## src/rtl/legacy_nmi_pkg.sv

```systemverilog
// Package: shared field positions and the control-field type of the NMI port.
// Assumes an 8-bit port; bit positions are fixed by software convention.
package legacy_nmi_pkg;
    localparam int PORT_W      = 8;
    localparam int NUM_SRC     = 2;
    localparam int CTL_W       = 4;
    // Field positions inside the port byte
    localparam int IDX_SERR_ST = 7;
    localparam int IDX_IOCK_ST = 6;
    localparam int IDX_TMR_LVL = 5;
    localparam int IDX_RSVD    = 4;
    localparam int IDX_IOCK_DIS = 3;
    localparam int IDX_SERR_DIS = 2;
    localparam int IDX_SPK_EN  = 1;
    localparam int IDX_GATE_EN = 0;
    // Source numbering inside the status vector
    localparam int SRC_SERR    = 0;
    localparam int SRC_IOCK    = 1;

    typedef struct packed {
        logic iock_dis;
        logic serr_dis;
        logic spk_en;
        logic gate_en;
    } ctl_t;
endpackage

```

## src/rtl/nmi_ctl_reg.sv

```systemverilog
// Module: holds the four writable control bits of the port.
// Also exposes the effective next value, so a status latch can act on the
// value being written in the same cycle. Upper written bits are dropped.
module nmi_ctl_reg
    import legacy_nmi_pkg::*;
#(
    parameter int W = PORT_W
) (
    input  logic         clk,
    input  logic         rst_n,
    input  logic         wr_en,
    input  logic [W-1:0] wr_data,
    output ctl_t         ctl_q,
    output ctl_t         ctl_nxt
);
    localparam int LOW_W = CTL_W;

    // Select the value the register takes at the next edge
    always_comb begin
        ctl_nxt = ctl_q;
        if (wr_en) ctl_nxt = ctl_t'(wr_data[LOW_W-1:0]);
    end

    // Store the control bits
    always_ff @(posedge clk) begin
        if (!rst_n) ctl_q <= '0;
        else        ctl_q <= ctl_nxt;
    end
endmodule

```

## src/rtl/nmi_src_latch.sv

```systemverilog
// Module: one sticky NMI source status bit.
// Set by a synchronous active-high event while enabled; cleared and held at
// zero while its (inverted-sense) disable is 1. Disable wins over an event.
module nmi_src_latch (
    input  logic clk,
    input  logic rst_n,
    input  logic evt,
    input  logic dis_nxt,
    output logic st_q
);
    // Update the sticky status bit
    always_ff @(posedge clk) begin
        if (!rst_n)       st_q <= 1'b0;
        else if (dis_nxt) st_q <= 1'b0;
        else if (evt)     st_q <= 1'b1;
    end
endmodule

```

## src/rtl/nmi_req_reg.sv

```systemverilog
// Module: registers the OR of all source status bits into a glitch-free
// request. Adds one cycle of latency relative to the status bits.
module nmi_req_reg #(
    parameter int N = 2
) (
    input  logic         clk,
    input  logic         rst_n,
    input  logic [N-1:0] st,
    output logic         req_q
);
    // Register the combined request
    always_ff @(posedge clk) begin
        if (!rst_n) req_q <= 1'b0;
        else        req_q <= |st;
    end
endmodule

```

## src/rtl/legacy_nmi_port.sv

```systemverilog
// Module: top of the NMI status/control port.
// Assumes event inputs are synchronous to clk and the timer output is a
// stable level; the read value is combinational from state and tmr_out.
module legacy_nmi_port
    import legacy_nmi_pkg::*;
(
    input  logic              clk,
    input  logic              rst_n,
    input  logic              wr_en,
    input  logic [PORT_W-1:0] wr_data,
    output logic [PORT_W-1:0] rd_data,
    input  logic              sys_err_evt,
    input  logic              io_chk_evt,
    input  logic              tmr_out,
    output logic              nmi_req,
    output logic              tmr_gate,
    output logic              spkr_out
);
    ctl_t               ctl_q;
    ctl_t               ctl_nxt;
    logic [NUM_SRC-1:0] evt_v;
    logic [NUM_SRC-1:0] dis_v;
    logic [NUM_SRC-1:0] st_v;

    nmi_ctl_reg #(.W(PORT_W)) u_ctl (
        .clk     (clk),
        .rst_n   (rst_n),
        .wr_en   (wr_en),
        .wr_data (wr_data),
        .ctl_q   (ctl_q),
        .ctl_nxt (ctl_nxt)
    );

    // Map each source to its event input and its effective disable
    always_comb begin
        evt_v[SRC_SERR] = sys_err_evt;
        evt_v[SRC_IOCK] = io_chk_evt;
        dis_v[SRC_SERR] = ctl_nxt.serr_dis;
        dis_v[SRC_IOCK] = ctl_nxt.iock_dis;
    end

    for (genvar s = 0; s < NUM_SRC; s++) begin : g_src
        nmi_src_latch u_lat (
            .clk     (clk),
            .rst_n   (rst_n),
            .evt     (evt_v[s]),
            .dis_nxt (dis_v[s]),
            .st_q    (st_v[s])
        );
    end

    nmi_req_reg #(.N(NUM_SRC)) u_req (
        .clk   (clk),
        .rst_n (rst_n),
        .st    (st_v),
        .req_q (nmi_req)
    );

    // Assemble the readable port byte
    always_comb begin
        rd_data               = '0;
        rd_data[IDX_SERR_ST]  = st_v[SRC_SERR];
        rd_data[IDX_IOCK_ST]  = st_v[SRC_IOCK];
        rd_data[IDX_TMR_LVL]  = tmr_out;
        rd_data[IDX_RSVD]     = 1'b0;
        rd_data[IDX_IOCK_DIS] = ctl_q.iock_dis;
        rd_data[IDX_SERR_DIS] = ctl_q.serr_dis;
        rd_data[IDX_SPK_EN]   = ctl_q.spk_en;
        rd_data[IDX_GATE_EN]  = ctl_q.gate_en;
    end

    // Drive the timer gate and the gated speaker level
    always_comb begin
        tmr_gate = ctl_q.gate_en;
        spkr_out = tmr_out & ctl_q.spk_en;
    end
endmodule

```

## config.mk

```make
export PLATFORM = sky130hd
export DESIGN_NAME = legacy_nmi_port
export DESIGN_NICKNAME = d
export VERILOG_FILES = /design/src/rtl/legacy_nmi_pkg.sv /design/src/rtl/nmi_ctl_reg.sv /design/src/rtl/nmi_src_latch.sv /design/src/rtl/nmi_req_reg.sv /design/src/rtl/legacy_nmi_port.sv
export SDC_FILE = /design/constraint.sdc
export NUM_CORES = 1
export LEC_CHECK = 0
export BUFFER_PORTS_ARGS = -buffer_cell sky130_fd_sc_hd__buf_2
export CAP_MARGIN = 20
export CORE_AREA = 2 2 39 41
export CTS_BUF_LIST = sky130_fd_sc_hd__clkbuf_4
export CTS_CLUSTER_DIAMETER = 30
export DETAILED_ROUTE_END_ITERATION = 8
export DIE_AREA = 0 0 41 43
export HOLD_SLACK_MARGIN = 0.02
export PLACE_DENSITY = 0.53
export SLEW_MARGIN = 20
export SYNTH_ARGS = -nofsm -noshare
export SYNTH_HDL_FRONTEND = slang
export SYNTH_SLANG_ARGS = --single-unit
```

## constraint.sdc

```tcl
create_clock -name clk -period 1 [get_ports clk]
set_clock_uncertainty 0.2 [all_clocks]
set_input_delay 0.1 -clock clk [delete_from_list [all_inputs] [get_ports clk]]
set_output_delay 0.1 -clock clk [all_outputs]
set_load 0.05 [all_outputs]
```

## After elaboration in Yosys (flattened, before gate mapping)

Index checks and enable logic that the tools add are counted.
Widths: inputs -> output; s select.

- Flip-flop bits (word level): 7
- Word-level logic and storage cells: 13

- Bitwise operators: 2
- Reduce and logical (&&, ||, !) cells: 3
- Muxes and demuxes: 1

Operators by type and width:

| kind | count |
|---|---|
| $reduce_or 2->1 | 3 |
| $mux 4 | 1 |
| $and 1x1->1 | 1 |
| $not 1->1 | 1 |

## Longest topological paths before layout

- Depth after elaboration: 2
- Gate-level depth with buffers: 2
- Gate-level depth less buffers: 2

## Cells and area by module

A second synthesis with hierarchy kept.

- Cell total of the unflattened synthesis: 25
- Area, all modules: 286.5 um2

Modules (own cells, without submodules):

| module | area an instance (um2) | seq. area each (um2) | times used | cells an instance |
|---|---|---|---|---|
| nmi_ctl_reg | 153.9 | 80.1 | 1 | 12 |
| nmi_src_latch | 36.3 | 20.0 | 2 | 3 |
| legacy_nmi_port | 32.5 | 0.0 | 1 | 5 |
| nmi_req_reg | 27.5 | 20.0 | 1 | 2 |

## Worst setup path after synthesis

Ideal clock, no wire load.

- Path type: register to output
- From: reg u_ctl.ctl_q[1] (netlist name)
- To: out spkr_out
- Required time: 0.700 ns
- Path buffers: 0
- Data arrival time: 1.127 ns
- Cell stages (with the launch flop): 2
- Path slack: -0.427 ns
- Cell sequence: dfxtp_1 and2_1

- Longest elaborated chain between the ends: 1

Ends and longest elaborated chain:

| what | RTL line | RTL |
|---|---|---|
| $and 1x1->1 | legacy_nmi_port.sv:75 | `spkr_out = tmr_out & ctl_q.spk_en;` |
| end, declared | legacy_nmi_port.sv:17 | `output logic spkr_out` |

No other way between the ends.

## Final worst setup path

- From: reg u_ctl.ctl_q[1] (netlist name)
- To: out spkr_out

- Longest elaborated chain between the ends: 1

Ends and longest elaborated chain:

| what | RTL line |
|---|---|
| $and 1x1->1 | legacy_nmi_port.sv:75 |

No other way between the ends.

==> results.json <==
{
  "grt_start_max_net_pins": 8,
  "grt_pass1_wl_um": 924,
  "grtUsageMet2_pct": 11.6,
  "first_global_vias": 247,
  "fillers": 149,
  "critPathRequiredTime_ns": 0.70,
  "ys_ff_latch": 7,
  "switching_share_pct": 29.8,
  "grt_busiest_layer": "met2",
  "whs_ns": -0.0753,
  "crit_slowest_cell": "dfxtp_4",
  "synthCells": 27,
  "switching_power_mw": 0.242,
  "start_util_pct": 20.6,
  "die_y_um": 43,
  "num_rows": 14,
  "period_minus_slack_ns": 1.15,
  "violations": "negative hold slack, negative setup slack",
  "cts-root-buf": "clkbuf_4",
  "multi_input_area_um2": 110,
  "synth_top_cell_by_area": "dfxtp_1",
  "fin_crit_sh_pct": 115,
  "yosysUniqueCellTypes": 11,
  "cp_cell_sequence": "and2_4, buf_8",
  "power_frac_clock_pct": 34.4,
  "syn_nets": 41,
  "p_int_mw": 0.570,
  "start_kind": "register",
  "max_freq_ghz": 0.867,
  "grt_overflow": 0,
  "crit_arrival_ns": 0.85,
  "core_um2": 1380,
  "timing.final.hold_violations": 7,
  "endpoint_kind": "output pin",
  "globalplace.congestion": 0.589,
  "worst-path-buf-inv": 1,
  "clkLatencyLatePin_ns": 0.24,
  "hpwlAfterDp_um": 417,
  "synth.avg_cell_area_um2": 10.6,
  "seq_area_frac_synth_pct": 49.1,
  "setup_viol": 9,
  "wl_per_cell_um": 9.33,
  "status": "complete, but fails checks",
  "p_comb_share_pct": 27.2,
  "dieWidth_um": 41,
  "cts_tree": "built",
  "drv_cap": 0,
  "drtIter0Drc": 1,
  "slowest_delay_ns": 0.34,
  "clockBufferDepth": 2,
  "worst_slack_ns": -0.153,
  "grt_use_met1_pct": 9.74,
  "worstHoldPathType": "in -> reg",
  "via_per_inst": 3.98,
  "io_buffers": 19,
  "die-area_um2": 1760,
  "crit_type": "reg -> out",
  "met3_usage_pct": 3.14,
  "grt_use_total_pct": 7.96,
  "regArea_um2": 159,
  "cts.sinks": 7,
  "num-nets-final": 63,
  "antennaDiodeCount": 0,
  "cts_made_buffers": 3,
  "drive_above_1_share_pct": 70.8,
  "wl_um": 597,
  "yosysWarnings": 0,
  "fin_area_um2": 519,
  "crit_family": "flip-flops",
  "io_pins": 25,
  "ir_worst_vdd_mv": 0.728,
  "ctsHtreeMaxLevel": 1,
  "drc": 0,
  "sequentialPowerShare_pct": 38.4,
  "rsz0062_at_grt": "yes",
  "area_growth_pct": 82.0,
  "synth_top_area_share_pct": 49.1,
  "place_area_um2": 380,
  "clkTransAtPathRegs_ns": 0.05,
  "antenna_found_initial": 0,
  "utilization_pct": 37.5,
  "postCtsHoldBufs": 1,
  "crit_fanout": 3,
  "first_pass_iters": 2,
  "power_leakage_nw": 0.251,
  "ys_top_cells_by_area": "dfxtp_1, buf_4, mux2i_1",
  "syn_area_um2": 285,
  "num_vias": 255,
  "final_max_slew_viol_count": 0,
  "cellPowerDensity_nw_per_um2": 1560,
  "ant_nets": 0
}
registers in the layout, indices dropped and copies added (netlist names):
register and cells:
u_req.req_q 1, g_src.u_lat.st_q 2, u_ctl.ctl_q 4
cells by family (layout without fill, tap and decap cells):
family	count (synthesis)	count (layout)	share of synthesized area, %
mux	3	3	10.5
buf+inv	5	26	13.2
compound gates	4	4	10.5
flops	7	7	49.1
simple gates	7	7	15.4
other cells	1	1	1.31
cells in the mapped netlist:
cell     number
o21ai_0       1
and2_1        1
mux2i_1       3
nor3_1        1
conb_1        1
o211a_1       1
dfxtp_1       7
and2_2        1
nor2b_1       4
buf_4         5
o21a_1        2
layer usage:
layer  vias up  part of all wire [%]
li1        126                     -
met1       112                    45
met2        17                    43
met3         0                    12
met4         0                     0
met5         -                     0
path summary, 6_finish.rpt:
path                                          start                   to  slack [ns]  cells past startpoint
worst min-delay path                          rst_n       u_ctl.ctl_q[2]       -0.08                      2
worst max register to register  g_src[1].u_lat.st_q  g_src[1].u_lat.st_q        0.03                      2
worst max-delay path                 u_ctl.ctl_q[1]             spkr_out       -0.15                      2
worst min register to register       u_ctl.ctl_q[1]       u_ctl.ctl_q[1]        0.34                      2
layout by cell type (no fill, tap or decap):
master         count
buf_2             11
buf_8              8
nor2b_1            4
clkbuf_4           4
dfxtp_4            4
mux2i_1            3
dfxtp_2            3
o21a_1             2
buf_4              2
and2_2             1
o21ai_1            1
nor3_1             1
o211a_1            1
and2_4             1
conb_1             1
dlygate4sd3_1      1
repair_timing:
item	4_1_cts	5_1_grt
endpoints found under the setup margin	9	10
resized for setup	26	2
endpoints found under the hold margin	7	7
pin swaps	1	0
setup buffers	2	0
stage by stage:
stage / total power, mW / setup slack [ns] / setup TNS, ns / instances
floorplan: 0.448 / 0.00462 / 0 / 27
global placement: 0.479 / 0.00799 / 0 / 57
detailed placement: 0.479 / 0.00950 / 0 / 57
CTS: 0.816 / -0.161 / -0.580 / 64
global route: 0.855 / -0.179 / -0.772 / 64
finish: 0.813 / -0.153 / -0.523 / 64
final cells by class:
| cell class | instances | share of cell area (%) |
|---|---|---|
| Clock buffer | 4 | 5.78 |
| Multi-Input combinational cell | 15 | 21.2 |
| Sequential cell | 7 | 30.6 |
| Tap cell | 16 | 3.86 |
| Timing Repair Buffer | 22 | 38.6 |
worst reg2reg max path: cells and delay by family (launching register included):
kind | cells | cell delay (ns)
AO/OA/AOI/OAI | 1 | 0.20
buffers and inverters | 1 | 0.13
flip-flops | 1 | 0.33
power by group through the flow:
stage | Clock (mW) | Sequential [mW] | Combinational, mW
6_report | 0.279 | 0.312 | 0.221
5_1_grt | 0.307 | 0.314 | 0.235
4_1_cts | 0.285 | 0.311 | 0.220
3_5_place_dp | 0 | 0.308 | 0.171
3_3_place_gp | 0 | 0.309 | 0.170
2_1_floorplan | 0 | 0.353 | 0.0953
Note: power is estimated with default switching activity, not from simulation.
